File: src/rtl/vpg_pkg.sv
package vpg_pkg;
  typedef struct packed {
    logic running;
    logic restart;
  } vpgStrobe_t;
endpackage

File: src/rtl/vpg_ctrl.sv
module vpg_ctrl #(
  parameter int NUM_OUT = 8,
  parameter int TOG_W   = 12,
  parameter int LEN_W   = 4,
  parameter int ADDR_W  = 6
) (
  input  logic                                clk,
  input  logic                                rstN,
  input  logic                                hdSync,
  input  logic                                vdSync,
  input  logic                                grpStart,
  input  logic                                sweepEn,
  input  logic                                wrEn,
  input  logic [ADDR_W-1:0]                   wrAddr,
  input  logic [TOG_W-1:0]                    wrData,
  output vpg_pkg::vpgStrobe_t                 strobe,
  output logic [NUM_OUT-1:0]                  actPol,
  output logic [LEN_W-1:0]                    actLen,
  output logic [NUM_OUT-1:0][2:0][TOG_W-1:0]  actTog
);
  localparam int CH_W = $clog2(NUM_OUT);

  logic [NUM_OUT-1:0]                 shPol;
  logic [LEN_W-1:0]                   shLen;
  logic [NUM_OUT-1:0][2:0][TOG_W-1:0] shTog;
  logic                               running;
  logic [CH_W-1:0]                    wrCh;
  logic [1:0]                         wrSel;

  assign wrCh  = wrAddr[CH_W+1:2];
  assign wrSel = wrAddr[1:0];

  // frame sync wins; line sync restarts only a running group outside sweep
  assign strobe.restart = !vdSync && (grpStart || (running && hdSync && !sweepEn));
  assign strobe.running = running;

  always_ff @(posedge clk or negedge rstN) begin
    if (!rstN) begin
      shPol   <= '0;
      shLen   <= '0;
      shTog   <= '0;
      actPol  <= '0;
      actLen  <= '0;
      actTog  <= '0;
      running <= 1'b0;
    end else begin
      if (wrEn) begin
        if (wrAddr[ADDR_W-1]) begin
          if (wrSel != 2'd0) shTog[wrCh][wrSel - 2'd1] <= wrData;
        end else if (wrAddr == ADDR_W'(0)) begin
          shLen <= wrData[LEN_W-1:0];
        end else if (wrAddr == ADDR_W'(1)) begin
          shPol <= wrData[NUM_OUT-1:0];
        end
      end
      if (vdSync) begin
        actPol <= shPol;
        actLen <= shLen;
        actTog <= shTog;
      end
      if (vdSync)        running <= 1'b0;
      else if (grpStart) running <= 1'b1;
    end
  end


  vd_stop_chk: assert property (@(posedge clk) disable iff (!rstN)
    vdSync |=> !strobe.running);

  start_run_chk: assert property (@(posedge clk) disable iff (!rstN)
    (grpStart && !vdSync) |=> strobe.running);

  shadow_hold_chk: assert property (@(posedge clk) disable iff (!rstN)
    !vdSync |=> ($stable(actLen) && $stable(actPol) && $stable(actTog)));
endmodule

File: src/rtl/vpg_datapath.sv
module vpg_datapath #(
  parameter int NUM_OUT = 8,
  parameter int TOG_W   = 12,
  parameter int LEN_W   = 4,
  parameter int POS_W   = 16
) (
  input  logic                                clk,
  input  logic                                rstN,
  input  vpg_pkg::vpgStrobe_t                 strobe,
  input  logic [NUM_OUT-1:0]                  actPol,
  input  logic [LEN_W-1:0]                    actLen,
  input  logic [NUM_OUT-1:0][2:0][TOG_W-1:0]  actTog,
  output logic [NUM_OUT-1:0]                  vOut
);
  localparam logic [POS_W-1:0] POS_MAX = '1;

  logic [POS_W-1:0]   posCnt;
  logic [NUM_OUT-1:0] hit;

  for (genvar ch = 0; ch < NUM_OUT; ch++) begin : g_chan
    logic [2:0] match;
    for (genvar k = 0; k < 3; k++) begin : g_tog
      logic [POS_W-1:0] target;
      assign target   = POS_W'(actTog[ch][k]) * POS_W'(actLen);
      assign match[k] = (actTog[ch][k] != '0) && (actLen != '0) && (posCnt == target);
    end
    assign hit[ch] = ^match;
  end

  always_ff @(posedge clk or negedge rstN) begin
    if (!rstN) begin
      posCnt <= '0;
      vOut   <= '0;
    end else if (strobe.restart) begin
      posCnt <= '0;
      vOut   <= actPol;
    end else if (strobe.running) begin
      if (posCnt != POS_MAX) posCnt <= posCnt + 1'b1;
      vOut <= vOut ^ hit;
    end else begin
      posCnt <= '0;
      vOut   <= actPol;
    end
  end


  restart_zero_chk: assert property (@(posedge clk) disable iff (!rstN)
    strobe.restart |=> (posCnt == '0));

  restart_pol_chk: assert property (@(posedge clk) disable iff (!rstN)
    strobe.restart |=> (vOut == $past(actPol)));

  count_step_chk: assert property (@(posedge clk) disable iff (!rstN)
    (strobe.running && !strobe.restart && posCnt != POS_MAX) |=> (posCnt == $past(posCnt) + 1'b1));
endmodule

File: src/rtl/vclk_pattern_gen.sv
module vclk_pattern_gen #(
  parameter int NUM_OUT = 8,
  parameter int TOG_W   = 12,
  parameter int LEN_W   = 4,
  parameter int POS_W   = 16,
  parameter int ADDR_W  = 6
) (
  input  logic               clk,
  input  logic               rstN,
  input  logic               hdSync,
  input  logic               vdSync,
  input  logic               grpStart,
  input  logic               sweepEn,
  input  logic               wrEn,
  input  logic [ADDR_W-1:0]  wrAddr,
  input  logic [TOG_W-1:0]   wrData,
  output logic [NUM_OUT-1:0] vOut
);
  vpg_pkg::vpgStrobe_t                strobe;
  logic [NUM_OUT-1:0]                 actPol;
  logic [LEN_W-1:0]                   actLen;
  logic [NUM_OUT-1:0][2:0][TOG_W-1:0] actTog;

  vpg_ctrl #(.NUM_OUT(NUM_OUT), .TOG_W(TOG_W), .LEN_W(LEN_W), .ADDR_W(ADDR_W)) u_ctrl (
    .clk(clk), .rstN(rstN), .hdSync(hdSync), .vdSync(vdSync), .grpStart(grpStart),
    .sweepEn(sweepEn), .wrEn(wrEn), .wrAddr(wrAddr), .wrData(wrData),
    .strobe(strobe), .actPol(actPol), .actLen(actLen), .actTog(actTog)
  );

  vpg_datapath #(.NUM_OUT(NUM_OUT), .TOG_W(TOG_W), .LEN_W(LEN_W), .POS_W(POS_W)) u_dp (
    .clk(clk), .rstN(rstN), .strobe(strobe), .actPol(actPol), .actLen(actLen),
    .actTog(actTog), .vOut(vOut)
  );
endmodule

File: config.mk
export PLATFORM = sky130hd
export DESIGN_NAME = vclk_pattern_gen
export DESIGN_NICKNAME = d
export VERILOG_FILES = /design/src/rtl/vpg_pkg.sv /design/src/rtl/vpg_ctrl.sv /design/src/rtl/vpg_datapath.sv /design/src/rtl/vclk_pattern_gen.sv
export SDC_FILE = /design/constraint.sdc
export NUM_CORES = 2
export LEC_CHECK = 0
export BUFFER_PORTS_ARGS = -buffer_cell sky130_fd_sc_hd__clkbuf_2
export CAP_MARGIN = 20
export CELL_PAD_IN_SITES_DETAIL_PLACEMENT = 1
export CELL_PAD_IN_SITES_GLOBAL_PLACEMENT = 2
export CORE_UTILIZATION = 25
export CTS_CLUSTER_DIAMETER = 80
export DETAILED_ROUTE_END_ITERATION = 8
export GPL_TIMING_DRIVEN = 1
export PLACE_DENSITY_LB_ADDON = 0.2
export SYNTH_ARGS = -nofsm -noshare
export SYNTH_HDL_FRONTEND = slang
export SYNTH_SLANG_ARGS = --single-unit
export TNS_END_PERCENT = 50
File: constraint.sdc
create_clock -name clk -period 5.8 [get_ports clk]
set_input_delay 0.58 -clock clk [delete_from_list [all_inputs] [get_ports clk]]
set_output_delay 0.58 -clock clk [all_outputs]
set_load 0.01 [all_outputs]
==> summary by stage <==
Run status
The flow ran to the end, and the final reports show no timing, DRC or antenna violations.

Yosys
After synthesis, the mean cell area works out to about 9.6 um2. The adder-cell area share of the yosys netlist is 25.7%. The top cell type by area accounts for 25.7% of the synthesized area. Counting flops with a built-in enable in the synthesized netlist gives 0.

The cell area after synthesis is 60900 um2. The number of synthesized register bits is 625. The async set-reset flop share out of synthesis is 100%.

The distinct cell type count of the synthesized netlist is 87. Yosys attributes the largest share of cell area to dfrtp_1 (26%), fa_1 (16%), mux2_2 (11%). The number of nets produced by synthesis is around 7400. By area, the combinational part of the netlist is dominated by adder cells. In the synthesized netlist, mux cells make up a little under an eighth of the area. Sequential cells were found to cover roughly a quarter of the synthesized design area. The cell count after synthesis came out at 6366. The most used flip-flop cell after synthesis is dfrtp_1. Summing the areas of all compound-gate instances in the mapped netlist gives 7.38% of the synthesized area.

The cell taking the most area after synthesis is dfrtp_1. After Yosys synthesis, and, or, nand and nor cells account for 15.2% of the synthesized area. The count of warnings emitted by yosys is 0. Of the total synthesized cell area, the portion taken by XOR and XNOR cells is 9.15%.

Setup path
The maximum net fanout on the critical path is 30. The critical path is of the flop to flop type. The kind of start point of the critical path is a flop. The delay of the slowest critical-path stage is 0.79 ns. The critical path runs through a total of 18 cells. Among all stages on the critical path, the largest delay is contributed by dfrtp_4.

Grouping stages by cell kind, the critical path spends the most delay in compound AO/OA/AOI/OAI gates. For the worst setup path, the data required time is 6.39 ns. The endpoint class of the critical path is a flop. Traced cell by cell, the critical path runs through buf_12 -> buf_4 -> nand2_1 -> fa_1 -> fa_1 -> inv_1 -> ha_1 -> nand3_1 -> o211ai_1 -> o41ai_2 -> o21ai_1 -> a21oi_1 -> nor2_1 -> a2111oi_2 -> xnor2_1 -> nor4_1 -> xnor2_1 -> o21ai_1. The critical path data arrival time is around 6 ns. The count of buffer and inverter cells on the critical path is 3. The depth of the most critical reg-to-reg path is 18.

Clocking
Clock tree synthesis selected as its root buffer the cell clkbuf_16. The TritonCTS sink count is 625. The number of setup buffers added after CTS is 0. The clock tree synthesis step divided the H-tree into 3 levels.

The number of buffers inserted by hold repair at cts is 1. The buffer depth of the longest clock path is 3. TritonCTS built the clock tree. The clock latency at the later pin of the worst-skew pair is 0.73 ns. The clock edge transition at the registers on the reported setup and hold paths is 0.06 ns. The number of clock buffers added by TritonCTS is 88. Post-CTS repair changed the size of 0 cells.

Global route
The via count of the first global-routing pass is 49900. Across every metal layer, demand over resource in global routing totals ~17%. The initial antenna violation count is 15. The maximum number of pins on one net before global-route repair is 157. The total overflow left after global routing is 0. The first-pass GRT wire length is approximately 320000 um.

Floorplan
The row count is 180. The number of ports placed on the die boundary is 33. The width of the die is 496 um. The area of the placeable core is 241000 um2. The die extent in y is 496 um.

The initial standard-cell utilization of the core is 25.2%. The die outline area is ~250000 um2.

Drt
After detailed routing, the average wire length per cell comes to 21.8 um. For this block, the via count after detailed routing is 45400. In the routed layout, each cell is associated on average with a via count of 4.73. In this run the remaining antenna-violating nets after routing total 0. The number of remaining DRC errors is 0.

The first TritonRoute pass finished after 5 iterations. The overall routed net length is 210000 um. In this run, the number of DRC markers left after iteration 0 of detailed routing was 2003.

Power and ir drop
The clock network accounts for 33.3% of the total power. The switching power is 6.14 mW. The internal power of the cells is 10.4 mW. Summed over all cells, the static leakage comes to 31.4 nW.

In this run, the combinational gates consume 31.1% of the power. The areal power density over the cells is 242 nW/um2. The sequential share of power is between 30% and 40%. Across the VDD grid, the largest voltage drop is 0.245 mV.

The switching portion of total power is 37.2%.

Timing
The post-route setup TNS is 0 ns. The smallest hold slack is roughly 0.11 ns. Timing would allow up to 0.187 GHz. The number of max-slew violations in the final report is 0. The number of hold-slack violations in the final timing report is 0.

At the pin with the least slew margin, the transition time is 1.08 ns. The clock arrives with 0.0240 ns of skew. The worst path in the final design needs a cycle of 5.35 ns, including I/O delays and setup.

After layout, the worst setup slack is 0.447 ns. The post-route clock period utilization is 92.3%. Setup violations remaining at the end of the flow were counted as 0.

Setup repair after global routing left no endpoint under its margin. In this run the tightest slew margin relative to its limit is 28.2%.

Hold path
The tightest min-delay check is of the input pin to flop type. The worst hold path was traced through 3 stages.

Place
Input and output buffers added on the ports amount to 32. The post-detailed-placement half-perimeter wirelength is ~140000 um. Including well taps, the total number of placed cells is about 9400.

The final RePlAce weighted congestion is 0.768. The placed instances occupy a cell area of 65100 um2. The minimum setup slack after placement is 0.383 ns.

Finish
The library cells used most frequently in the layout, excluding fill and tap cells, are nand2_1 (1031), dfrtp_1 (605), mux2_2 (603). The library cell used most frequently in the layout, excluding fill and tap cells, is nand2_1. The count of cells in the finished layout, fillers not included, comes to around 9600. Counting the fill cells in the layout gives 27700. The finished cells cover between 60000 and 70000 um2.

The fraction of layout instances using a drive strength above 1 is between 10% and 20%. In the final design database the tool counted approximately 7300 nets. From synthesis to final layout, the design area changed by 11.9%.

Flow run
Max-cap violations in this run came to 0.
==> layer usage <==
layer	routed length, um	part of all wire [%]	vias up	track usage [%]
met4	3870	1.8	2	3.71
met2	97800	47	442	28.9
met1	102000	49	23700	24.3
met5	13	0.0062	-	0
met3	6120	2.9	180	1.36
li1	-	-	21200	-
==> through the flow <==
stage          power, mW  util [%]
2_1_floorplan       9.23         -
3_3_place_gp        11.1      27.0
3_5_place_dp        11.2      27.0
4_1_cts             16.8      28.2
5_1_grt             17.6      28.2
6_report            16.5      28.2
==> cells in the mapped netlist, types with 8 or more instances <==
| master | instances |
|---|---|
| buf_2 | 37 |
| and2_1 | 252 |
| mux2_2 | 603 |
| o22ai_1 | 9 |
| or2_2 | 15 |
| o21ai_1 | 17 |
| o31ai_1 | 16 |
| clkbuf_1 | 215 |
| nor2_1 | 179 |
| nand2_1 | 1031 |
| nor3_1 | 65 |
| a211o_1 | 9 |
| a211oi_1 | 27 |
| a31oi_1 | 30 |
| o21a_1 | 29 |
| a2111oi_0 | 10 |
| nand2b_1 | 36 |
| or3_1 | 15 |
| nor3b_1 | 9 |
| o21ai_0 | 127 |
| nand3b_1 | 8 |
| xnor2_1 | 448 |
| fa_1 | 480 |
| o211ai_1 | 13 |
| nand3_1 | 90 |
| o21bai_1 | 30 |
| a21oi_1 | 192 |
| nand4_1 | 61 |
| xor2_1 | 181 |
| mux2i_1 | 13 |
| nor4_1 | 128 |
| o2111ai_1 | 16 |
| ha_1 | 481 |
| a21o_1 | 79 |
| inv_1 | 594 |
| nor2b_1 | 30 |
| buf_1 | 13 |
| or4_1 | 9 |
| and3_1 | 25 |
| dfrtp_1 | 625 |
==> worst paths after layout <==
check | start | end | slack (ns)
setup / recovery | u_ctrl.actLen[2] | u_dp.vOut[5] | 0.45
hold / removal | grpStart | u_ctrl.running | 0.11
setup reg to reg | u_ctrl.actLen[2] | u_dp.vOut[5] | 0.45
hold reg to reg | u_ctrl.actPol[2] | u_dp.vOut[2] | 0.49
max in group asynchronous | rstN | u_ctrl.shTog[74] | 3.78
min in group asynchronous | rstN | u_dp.vOut[6] | 0.47
==> registers in the layout, summed over array words and instances, names as in the netlist <==
signal	flops
u_ctrl.shPol	8
u_ctrl.actLen	4
u_dp.posCnt	16
u_ctrl.actPol	8
u_ctrl.shTog	288
u_ctrl.running	1
u_ctrl.shLen	4
u_dp.vOut	8
u_ctrl.actTog	288
==> kinds of logic after synthesis <==
group,count (synthesis)
mux,617
fa+ha+maj,961
xor+xnor,633
flops,625
buf+inv,871
simple gates,1978
compound gates,681
==> area by class of cell <==
cell class	count	area [um2]	share of cell area (%)
multi-input combinational	4870	41900	61.5
sequential	625	15700	23.1
tap	3185	3990	5.85
clock buffer	110	2380	3.50
inverter	597	2240	3.29
timing repair buffer	146	1280	1.88
clock inverter	53	556	0.815
antenna	15	37.5	0.0551
==> power by group through the flow <==
stage | Combinational, mW | Sequential [mW] | Clock [mW]
final | 5.13 | 5.87 | 5.50
after CTS | 5.27 | 5.90 | 5.69
after detailed placement | 5.23 | 5.97 | 0
after global placement | 5.18 | 5.95 | 0
after global routing | 5.77 | 6.01 | 5.83
after floorplan | 3.72 | 5.51 | 0
==> worst register-to-register path, cell delays in order, from the launching register on <==
cell and delay (ns):
dfrtp_4 0.79, buf_12 0.31, buf_4 0.25, nand2_1 0.10
fa_1 0.48, fa_1 0.51, inv_1 0.05, ha_1 0.34
nand3_1 0.12, o211ai_1 0.16, o41ai_2 0.34, o21ai_1 0.25
a21oi_1 0.22, nor2_1 0.07, a2111oi_2 0.37, xnor2_1 0.10
nor4_1 0.51, xnor2_1 0.18, o21ai_1 0.08
(Power assumes the default switching activity.)
